<file path="config.mk">
export PLATFORM = sky130hd
export DESIGN_NAME = pp_epilogue
export DESIGN_NICKNAME = d
export VERILOG_FILES = /design/src/rtl/pp_pkg.sv /design/src/rtl/pp_op.sv /design/src/rtl/pp_stage.sv /design/src/rtl/pp_cfg.sv /design/src/rtl/pp_epilogue.sv
export SDC_FILE = /design/constraint.sdc
export NUM_CORES = 2
export LEC_CHECK = 0
export ABC_CLOCK_PERIOD_IN_PS = 21300
export CELL_PAD_IN_SITES_DETAIL_PLACEMENT = 1
export CELL_PAD_IN_SITES_GLOBAL_PLACEMENT = 2
export CORE_MARGIN = 2
export CORE_UTILIZATION = 47
export CTS_BUF_LIST = sky130_fd_sc_hd__clkbuf_8 sky130_fd_sc_hd__clkbuf_16
export DETAILED_ROUTE_END_ITERATION = 8
export PLACE_DENSITY_LB_ADDON = 0.3
export SLEW_MARGIN = 10
export SYNTH_ARGS = -nofsm -noshare
export SYNTH_HDL_FRONTEND = slang
export SYNTH_HIERARCHICAL = 1
export SYNTH_SLANG_ARGS = --single-unit
</file>
<file path="constraint.sdc">
create_clock -name clk -period 21.3 [get_ports clk]
set_input_delay 6.39 -clock clk [delete_from_list [all_inputs] [get_ports clk]]
set_output_delay 6.39 -clock clk [all_outputs]
set_load 0.02 [all_outputs]
</file>
<file path="src/rtl/pp_pkg.sv">
package pp_pkg;
  typedef enum logic [2:0] {
    OP_SCALE = 3'd0,
    OP_BNORM = 3'd1,
    OP_RELU  = 3'd2,
    OP_ROUND = 3'd3,
    OP_CLIP  = 3'd4
  } op_e;

  localparam int NUM_OPS = 5;
  localparam int ADDR_W  = 6;

  localparam logic [ADDR_W-1:0] REG_BYPASS = 6'h00;
  localparam logic [ADDR_W-1:0] REG_GAIN   = 6'h01;
  localparam logic [ADDR_W-1:0] REG_SHIFT  = 6'h02;
  localparam logic [ADDR_W-1:0] REG_LO     = 6'h03;
  localparam logic [ADDR_W-1:0] REG_HI     = 6'h04;
  localparam logic [ADDR_W-1:0] REG_BN_MUL = 6'h10;
  localparam logic [ADDR_W-1:0] REG_BN_ADD = 6'h20;
endpackage

</file>
<file path="src/rtl/pp_op.sv">
module pp_op
  import pp_pkg::*;
#(
  parameter op_e KIND = OP_SCALE,
  parameter int  DW   = 16,
  parameter int  FRAC = 8,
  parameter int  COLS = 4,
  parameter int  CW   = (COLS > 1) ? $clog2(COLS) : 1,
  parameter int  SW   = $clog2(DW)
) (
  input  logic signed [DW-1:0]           x,
  input  logic        [CW-1:0]           col,
  input  logic signed [DW-1:0]           gain,
  input  logic        [SW-1:0]           shamt,
  input  logic signed [DW-1:0]           lo,
  input  logic signed [DW-1:0]           hi,
  input  logic        [COLS-1:0][DW-1:0] bn_mul,
  input  logic        [COLS-1:0][DW-1:0] bn_add,
  output logic signed [DW-1:0]           y
);
  localparam int PW = 2 * DW + 1;
  localparam logic signed [PW-1:0] MAXV = $signed({{(PW-DW+1){1'b0}}, {(DW-1){1'b1}}});
  localparam logic signed [PW-1:0] MINV = ~MAXV;

  function automatic logic signed [DW-1:0] sat(input logic signed [PW-1:0] v);
    if (v > MAXV)      return MAXV[DW-1:0];
    else if (v < MINV) return MINV[DW-1:0];
    else               return v[DW-1:0];
  endfunction

  logic signed [PW-1:0] p_gain, p_bn;
  logic signed [DW-1:0] m_sel, a_sel;
  logic signed [DW-1:0] y_gain, y_bn, y_relu, y_round, y_clip, floor_lo;
  logic signed [DW:0]   half, rsum;

  always_comb begin
    m_sel  = $signed(bn_mul[col]);
    a_sel  = $signed(bn_add[col]);
    p_gain = PW'(x) * PW'(gain);
    p_bn   = PW'(x) * PW'(m_sel);
    y_gain = sat(p_gain >>> FRAC);
    y_bn   = sat((p_bn >>> FRAC) + PW'(a_sel));
    y_relu = x[DW-1] ? '0 : x;
    // Round-half-up: add half an LSB of the result, then floor-shift.
    half   = (DW+1)'(1) << (shamt - SW'(1));
    rsum   = ((DW+1)'(x) + half) >>> shamt;
    y_round = (shamt == '0) ? x : rsum[DW-1:0];
    floor_lo = (x < lo) ? lo : x;
    y_clip = (floor_lo > hi) ? hi : floor_lo;
    case (KIND)
      OP_SCALE: y = y_gain;
      OP_BNORM: y = y_bn;
      OP_RELU:  y = y_relu;
      OP_ROUND: y = y_round;
      default:  y = y_clip;
    endcase
  end
endmodule

</file>
<file path="src/rtl/pp_stage.sv">
module pp_stage
  import pp_pkg::*;
#(
  parameter op_e KIND = OP_SCALE,
  parameter int  DW   = 16,
  parameter int  FRAC = 8,
  parameter int  COLS = 4,
  parameter int  CW   = (COLS > 1) ? $clog2(COLS) : 1,
  parameter int  SW   = $clog2(DW)
) (
  input  logic                           clk,
  input  logic                           rst_n,
  input  logic                           bypass,
  input  logic signed [DW-1:0]           gain,
  input  logic        [SW-1:0]           shamt,
  input  logic signed [DW-1:0]           lo,
  input  logic signed [DW-1:0]           hi,
  input  logic        [COLS-1:0][DW-1:0] bn_mul,
  input  logic        [COLS-1:0][DW-1:0] bn_add,
  input  logic                           i_valid,
  output logic                           i_ready,
  input  logic signed [DW-1:0]           i_data,
  input  logic        [CW-1:0]           i_col,
  output logic                           o_valid,
  input  logic                           o_ready,
  output logic signed [DW-1:0]           o_data,
  output logic        [CW-1:0]           o_col
);
  logic signed [DW-1:0] op_y;

  pp_op #(.KIND(KIND), .DW(DW), .FRAC(FRAC), .COLS(COLS), .CW(CW), .SW(SW)) u_op (
    .x(i_data), .col(i_col), .gain(gain), .shamt(shamt), .lo(lo), .hi(hi),
    .bn_mul(bn_mul), .bn_add(bn_add), .y(op_y)
  );

  // One register slice: load whenever empty or the downstream takes the word.
  assign i_ready = !o_valid || o_ready;

  always_ff @(posedge clk or negedge rst_n) begin
    if (!rst_n) begin
      o_valid <= 1'b0;
      o_data  <= '0;
      o_col   <= '0;
    end else if (i_ready) begin
      o_valid <= i_valid;
      o_data  <= bypass ? i_data : op_y;
      o_col   <= i_col;
    end
  end

  AST_STALL_HOLD: assert property (@(posedge clk) disable iff (!rst_n)
    o_valid && !o_ready |=> o_valid && $stable(o_data) && $stable(o_col));

  AST_VALID_FROM_INPUT: assert property (@(posedge clk) disable iff (!rst_n)
    $rose(o_valid) |-> $past(i_valid));

  if (KIND == OP_RELU) begin : g_relu_chk
    logic act_q;
    always_ff @(posedge clk or negedge rst_n) begin
      if (!rst_n)       act_q <= 1'b0;
      else if (i_ready) act_q <= i_valid && !bypass;
    end
    AST_RELU_NONNEG: assert property (@(posedge clk) disable iff (!rst_n)
      o_valid && act_q |-> !o_data[DW-1]);
  end
endmodule

</file>
<file path="src/rtl/pp_cfg.sv">
module pp_cfg
  import pp_pkg::*;
#(
  parameter int DW   = 16,
  parameter int FRAC = 8,
  parameter int COLS = 4,
  parameter int SW   = $clog2(DW)
) (
  input  logic                           clk,
  input  logic                           rst_n,
  input  logic                           we,
  input  logic        [ADDR_W-1:0]       addr,
  input  logic        [DW-1:0]           wdata,
  output logic        [NUM_OPS-1:0]      bypass,
  output logic signed [DW-1:0]           gain,
  output logic        [SW-1:0]           shamt,
  output logic signed [DW-1:0]           lo,
  output logic signed [DW-1:0]           hi,
  output logic        [COLS-1:0][DW-1:0] bn_mul,
  output logic        [COLS-1:0][DW-1:0] bn_add
);
  localparam logic [DW-1:0] ONE_Q = DW'(1) << FRAC;

  always_ff @(posedge clk or negedge rst_n) begin
    if (!rst_n) begin
      bypass <= '1;
      gain   <= ONE_Q;
      shamt  <= '0;
      lo     <= {1'b1, {(DW-1){1'b0}}};
      hi     <= {1'b0, {(DW-1){1'b1}}};
      for (int c = 0; c < COLS; c++) begin
        bn_mul[c] <= ONE_Q;
        bn_add[c] <= '0;
      end
    end else if (we) begin
      if (addr == REG_BYPASS) bypass <= wdata[NUM_OPS-1:0];
      if (addr == REG_GAIN)   gain   <= wdata;
      if (addr == REG_SHIFT)  shamt  <= wdata[SW-1:0];
      if (addr == REG_LO)     lo     <= wdata;
      if (addr == REG_HI)     hi     <= wdata;
      for (int c = 0; c < COLS; c++) begin
        if (addr == REG_BN_MUL + ADDR_W'(c)) bn_mul[c] <= wdata;
        if (addr == REG_BN_ADD + ADDR_W'(c)) bn_add[c] <= wdata;
      end
    end
  end

  AST_BYPASS_WRITE: assert property (@(posedge clk) disable iff (!rst_n)
    we && addr == REG_BYPASS |=> bypass == $past(wdata[NUM_OPS-1:0]));
endmodule

</file>
<file path="src/rtl/pp_epilogue.sv">
module pp_epilogue
  import pp_pkg::*;
#(
  parameter int               DW      = 16,
  parameter int               FRAC    = 8,
  parameter int               COLS    = 4,
  parameter logic [4:0]       INCLUDE = 5'b11111,
  parameter int               CW      = (COLS > 1) ? $clog2(COLS) : 1
) (
  input  logic                 clk,
  input  logic                 rst_n,
  input  logic                 cfg_we,
  input  logic [ADDR_W-1:0]    cfg_addr,
  input  logic [DW-1:0]        cfg_wdata,
  input  logic                 in_valid,
  output logic                 in_ready,
  input  logic signed [DW-1:0] in_data,
  input  logic [CW-1:0]        in_col,
  output logic                 out_valid,
  input  logic                 out_ready,
  output logic signed [DW-1:0] out_data,
  output logic [CW-1:0]        out_col
);
  localparam int SW = $clog2(DW);

  logic        [NUM_OPS-1:0]      bypass;
  logic signed [DW-1:0]           gain, lo, hi;
  logic        [SW-1:0]           shamt;
  logic        [COLS-1:0][DW-1:0] bn_mul, bn_add;

  pp_cfg #(.DW(DW), .FRAC(FRAC), .COLS(COLS), .SW(SW)) u_cfg (
    .clk(clk), .rst_n(rst_n), .we(cfg_we), .addr(cfg_addr), .wdata(cfg_wdata),
    .bypass(bypass), .gain(gain), .shamt(shamt), .lo(lo), .hi(hi),
    .bn_mul(bn_mul), .bn_add(bn_add)
  );

  logic [NUM_OPS:0]          v, r;
  logic [NUM_OPS:0][DW-1:0]  d;
  logic [NUM_OPS:0][CW-1:0]  c;

  assign v[0]       = in_valid;
  assign in_ready   = r[0];
  assign d[0]       = in_data;
  assign c[0]       = in_col;
  assign out_valid  = v[NUM_OPS];
  assign r[NUM_OPS] = out_ready;
  assign out_data   = $signed(d[NUM_OPS]);
  assign out_col    = c[NUM_OPS];

  for (genvar g = 0; g < NUM_OPS; g++) begin : g_stage
    if (INCLUDE[g]) begin : g_on
      logic signed [DW-1:0] s_out;
      pp_stage #(.KIND(op_e'(g)), .DW(DW), .FRAC(FRAC), .COLS(COLS), .CW(CW), .SW(SW)) u_stage (
        .clk(clk), .rst_n(rst_n), .bypass(bypass[g]),
        .gain(gain), .shamt(shamt), .lo(lo), .hi(hi), .bn_mul(bn_mul), .bn_add(bn_add),
        .i_valid(v[g]), .i_ready(r[g]), .i_data($signed(d[g])), .i_col(c[g]),
        .o_valid(v[g+1]), .o_ready(r[g+1]), .o_data(s_out), .o_col(c[g+1])
      );
      assign d[g+1] = s_out;
    end else begin : g_off
      assign v[g+1] = v[g];
      assign r[g]   = r[g+1];
      assign d[g+1] = d[g];
      assign c[g+1] = c[g];
    end
  end
endmodule

</file>
Yosys cells after proc, flatten, opt, wreduce, memory -nomap -nowiden. Index checks and enable logic that the tools add are counted.

Multiplexer cells: 17. Add/sub/neg operators: 3. $lt $le $gt $ge: 7. Multipliers: 2. Shift-type cells: 2. Equal/unequal tests: 12. Reductions and logical operators: 25.

Operator list (number): $mux W16 (14); $bmux W16 S2 (2); $mul A16 B16 Y32 (2); $reduce_and A2 Y1 (13); $add A24 B16 Y25 (1); $gt A25 B16 Y1 const B (1); $lt A25 B16 Y1 const B (1); $eq A6 B5 Y1 const B (4); $eq A6 B6 Y1 const B (4); $gt A24 B16 Y1 const B (1); $lt A24 B16 Y1 const B (1); $add A16 B17 Y17 (1); $shl A1 B4 Y17 const A (1); $sshr A17 B4 Y16 (1); $gt A16 B16 Y1 (1); $lt A16 B16 Y1 (1); $mux W15 (1); $eq A6 B2 Y1 const B (2); $eq A6 B1 Y1 const B (1); $eq A6 B3 Y1 const B (1); $logic_not A6 Y1 (1); $logic_not A1 Y1 (5); $logic_or A1 B1 Y1 (5); $logic_not A4 Y1 (1); other kinds (2) (2).

Input bits: 45. Register bits after elaboration: 280.

Longest topological paths before layout.
Word-level depth: 8. Gate-level depth with buffers: 39.

By module. The synthesis kept the hierarchy.

Modules (own cells, without submodules): pp_op (g_stage[1].g_on.u_stage.u_op) (area each 12027.8 µm², instances 1, seq. area each 0.0 µm², cells each 1336); pp_op (g_stage[0].g_on.u_stage.u_op) (area each 10113.4 µm², instances 1, seq. area each 0.0 µm², cells each 1147); pp_cfg (area each 7138.1 µm², instances 1, seq. area each 4662.0 µm², cells each 422); pp_stage (area each 987.2 µm², instances 5, seq. area each 475.5 µm², cells each 59); pp_op (g_stage[3].g_on.u_stage.u_op) (area each 2114.5 µm², instances 1, seq. area each 0.0 µm², cells each 318); pp_op (g_stage[4].g_on.u_stage.u_op) (area each 1262.5 µm², instances 1, seq. area each 0.0 µm², cells each 147); pp_op (g_stage[2].g_on.u_stage.u_op) (area each 143.9 µm², instances 1, seq. area each 0.0 µm², cells each 18).

Worst setup path before layout. Ideal clock, no wire load.

Kind: input-to-output. Start: input port out_ready. End: output port in_ready. Data arrival time: 8.335 ns. Data required time: 14.910 ns. Buffers on the path: 5. Slack: 6.575 ns. Cell stages on the path: 10. Cells stage by stage: nand2b_1 > buf_2 > nand2b_1 > buf_2 > nand2b_1 > buf_2 > nand2b_1 > buf_2 > nand2b_1 > buf_2.

Longest elaborated chain between the ends: 5.

RTL lines: start: declaration (line pp_epilogue.sv:20) `input logic out_ready,`; $logic_or A1 B1 Y1 (line pp_stage.sv:37) `assign i_ready = !o_valid || o_ready;`; net r[4] (line pp_epilogue.sv:37) `logic [NUM_OPS:0] v, r;`; $logic_or A1 B1 Y1 (line pp_stage.sv:37); net r[3] (line pp_epilogue.sv:37); $logic_or A1 B1 Y1 (line pp_stage.sv:37); net r[2] (line pp_epilogue.sv:37); $logic_or A1 B1 Y1 (line pp_stage.sv:37); net r[1] (line pp_epilogue.sv:37); $logic_or A1 B1 Y1 (line pp_stage.sv:37); end: declaration (line pp_epilogue.sv:16) `output logic in_ready,`.

The timed path passes the listed nets, and every way through them passes these cells.

Worst setup path in the final report. Same ends and word-level chain as after synthesis.

==> results.toml <==
[worst_setup_path]
max_stage_delay_ps = 970
arrival_ps = 11820
start_kind = "input port"
r2r_slack_ps = 10080
crit_top_cell = "nand2b_1"
path_delay_family = "simple AND/OR/NAND/NOR gates"
r2r-end = "g_stage[1].g_on.u_stage/o_data[14]$_DFFE_PN0P_"
end_kind = "primary output"
endpoint = "in_ready"
crit_type = "in2out"
worst-path-max-fanout = 20
crit_start = "out_ready"
slowest_stage = "nand2b_1"
path_depth = 8
crit_buf_inv = 3
critical_path_required_ps = 14910
cp_cell_sequence = "clkdlybuf4s50_1 > nand2b_1 > nand2b_1 > nand2b_1 > nand2b_1 > nand2b_1 > buf_4 > clkdlybuf4s50_1"
reg2reg_from = "g_stage[0].g_on.u_stage/o_col[0]$_DFFE_PN0P_"
r2r_cells = 33

[sta]
setup_viol = 0
grt_setup_unrepaired = "false"
finalClockSkew_ps = 19.1
tns_ps = 0
finalHoldViolCount = 0
whs_ps = 499
worst_pin_slew_ps = 1160
fmax_mhz = 54.9
fin_ws_ps = 3090
fin_crit_ps = 18210
slew_viol_final = 0
max_slew_margin_pct = 22.8
fin_crit_sh_pct = 85.5

[die]
die_w_um = 287
die_h_um = 287
die_area_um2 = 82600
core_area_um2 = 79300
initial_utilization_pct = 47.6
rows = 103
io_pins = 65

[clock_tree]
cts_sinks = 280
tritoncts = "yes"
cts_hold_buf = 0
clkLatencyLatePin_ps = 570
cts_buffer_depth = 3
cts_resized = 0
post_cts_buffers = 0
cts_made_buffers = 30
cts_max_level = 1
cts-root-buf = "clkbuf_16"
clk_pin_slew_ps = 60

[global_routing]
grt_pass1_vias = 30500
gr-total-overflow = 0
grt_pass1_wl_um = 172000
grt_max_degree = 185
groute.usage.overall_pct = 26.7
antenna_found_initial = 3

[drt]
routed_via_density = 5.61
drt-initial-drc-count = 1268
num_vias = 26500
wl_um = 107000
wl_per_cell_um = 22.7
detail-route-antenna-nets = 0
firstDrtPassIters = 5
drc = 0

[synth]
synth_warnings = 6
syn_inst = 3683
synth_edf_count = 0
syn_area_per_cell_um2 = 10.2
synth_cell_type_count = 103
ys_seq_area_share_pct = 18.7
synth_nets = 4484
ys_async_sr_fraction_pct = 100
syn_area_um2 = 37700
ys_ff_latch = 280
ys.flop_type = "dfrtp_1"

[placement]
place_congestion = 0.887
placed_cells = 4659
place_ws_ps = 3080
portBuffers = 64
dp_hpwl_um = 84100

[layout]
nFillCells = 8710
fin_nets = 4442
final_cell_mix = "inv_1, fa_1, nand2_1, mux2_2, dfrtp_1"
drive_above_1_share_pct = 16.8
instances_no_fill = 4720
layout_commonest_cell = "inv_1"
area_growth_pct = 6.23

[run_status]
status = "finished clean"

[min_path]
hold_path.class = "reg2reg"

[flow_run]
cap_violations = 0
-- kinds of logic after synthesis --
group	after synthesis	synth area share [%]
multiplexers	432	15.0
other	1	0.00994
AND/OR/NAND/NOR	886	12.1
AO/OA/AOI/OAI	412	7.86
buffers and inverters	832	8.98
adder cells (fa/ha/maj)	756	35.5
flip-flops	280	18.7
XOR/XNOR	84	1.95
-- metrics by stage --
stage	util, %	cell area (um2)
floorplan	-	37700
global placement	49.2	39000
detailed placement	49.2	39000
CTS	50.6	40100
global route	50.6	40100
finish	50.6	40100
-- cells in the mapped netlist (18+ instances only) --
cell | count | area, um2
a21o_1 | 42 | 315
a21oi_1 | 108 | 541
and2_1 | 238 | 1490
buf_2 | 22 | 110
clkbuf_1 | 106 | 398
dfrtp_1 | 254 | 6360
dfstp_2 | 26 | 683
fa_1 | 524 | 10500
ha_1 | 232 | 2900
inv_1 | 666 | 2500
mux2_2 | 272 | 3060
mux2_4 | 119 | 1790
mux4_2 | 32 | 721
nand2_1 | 344 | 1290
nand2b_1 | 25 | 156
nand3_1 | 31 | 155
nand4_1 | 25 | 156
nor2_1 | 93 | 349
nor3_1 | 34 | 170
o211ai_1 | 26 | 195
o21ai_0 | 53 | 265
xnor2_1 | 66 | 578
xor2_1 | 18 | 158
-- per-layer routing --
layer | GRT usage (%) | share of wire (%) | vias up
met2 | 46.8 | 50 | 509
met4 | 6.38 | 2.4 | 0
met5 | 0 | 0 | -
li1 | - | - | 11800
met3 | 2.41 | 3.8 | 135
met1 | 35.7 | 44 | 14000
-- layout make-up --
cell class,instances,area (um2),area share [%]
multi-input combinational,2571,27300,68.1
antenna,6,15.0,0.0375
clock buffer,39,886,2.21
clock inverter,16,156,0.390
inverter,668,2510,6.25
tap,1050,1310,3.28
sequential,280,7040,17.6
timing repair buffer,90,853,2.13
-- state kept, by name, indices dropped and copies added, names as in the netlist --
name                          flops
u_cfg/gain                       16
g_stage.g_on.u_stage/o_data      80
g_stage.g_on.u_stage/o_valid      5
u_cfg/bypass                      5
u_cfg/hi                         16
u_cfg/bn_add                     64
u_cfg/bn_mul                     64
u_cfg/lo                         16
g_stage.g_on.u_stage/o_col       10
u_cfg/shamt                       4
-- worst min-delay path by stage --
stage | start | endpoint | slack (ps) | cells past startpoint
final | g_stage[2].g_on.u_stage/o_valid$_DFFE_PN0P_ | g_stage[3].g_on.u_stage/o_valid$_DFFE_PN0P_ | 500 | 1
after detailed placement | g_stage[2].g_on.u_stage/o_valid$_DFFE_PN0P_ | g_stage[3].g_on.u_stage/o_valid$_DFFE_PN0P_ | 450 | 1
after global routing | u_cfg/bn_add[56]$_DFFE_PN0P_ | u_cfg/bn_add[56]$_DFFE_PN0P_ | 520 | 1
after global placement | g_stage[0].g_on.u_stage/o_valid$_DFFE_PN0P_ | g_stage[1].g_on.u_stage/o_valid$_DFFE_PN0P_ | 460 | 1
after CTS | g_stage[2].g_on.u_stage/o_valid$_DFFE_PN0P_ | g_stage[3].g_on.u_stage/o_valid$_DFFE_PN0P_ | 500 | 1
after floorplan | g_stage[0].g_on.u_stage/o_valid$_DFFE_PN0P_ | g_stage[1].g_on.u_stage/o_valid$_DFFE_PN0P_ | 440 | 1
Power is not shown: default switching activity piles up to over one toggle a cycle in this logic, so the estimate is an artifact.
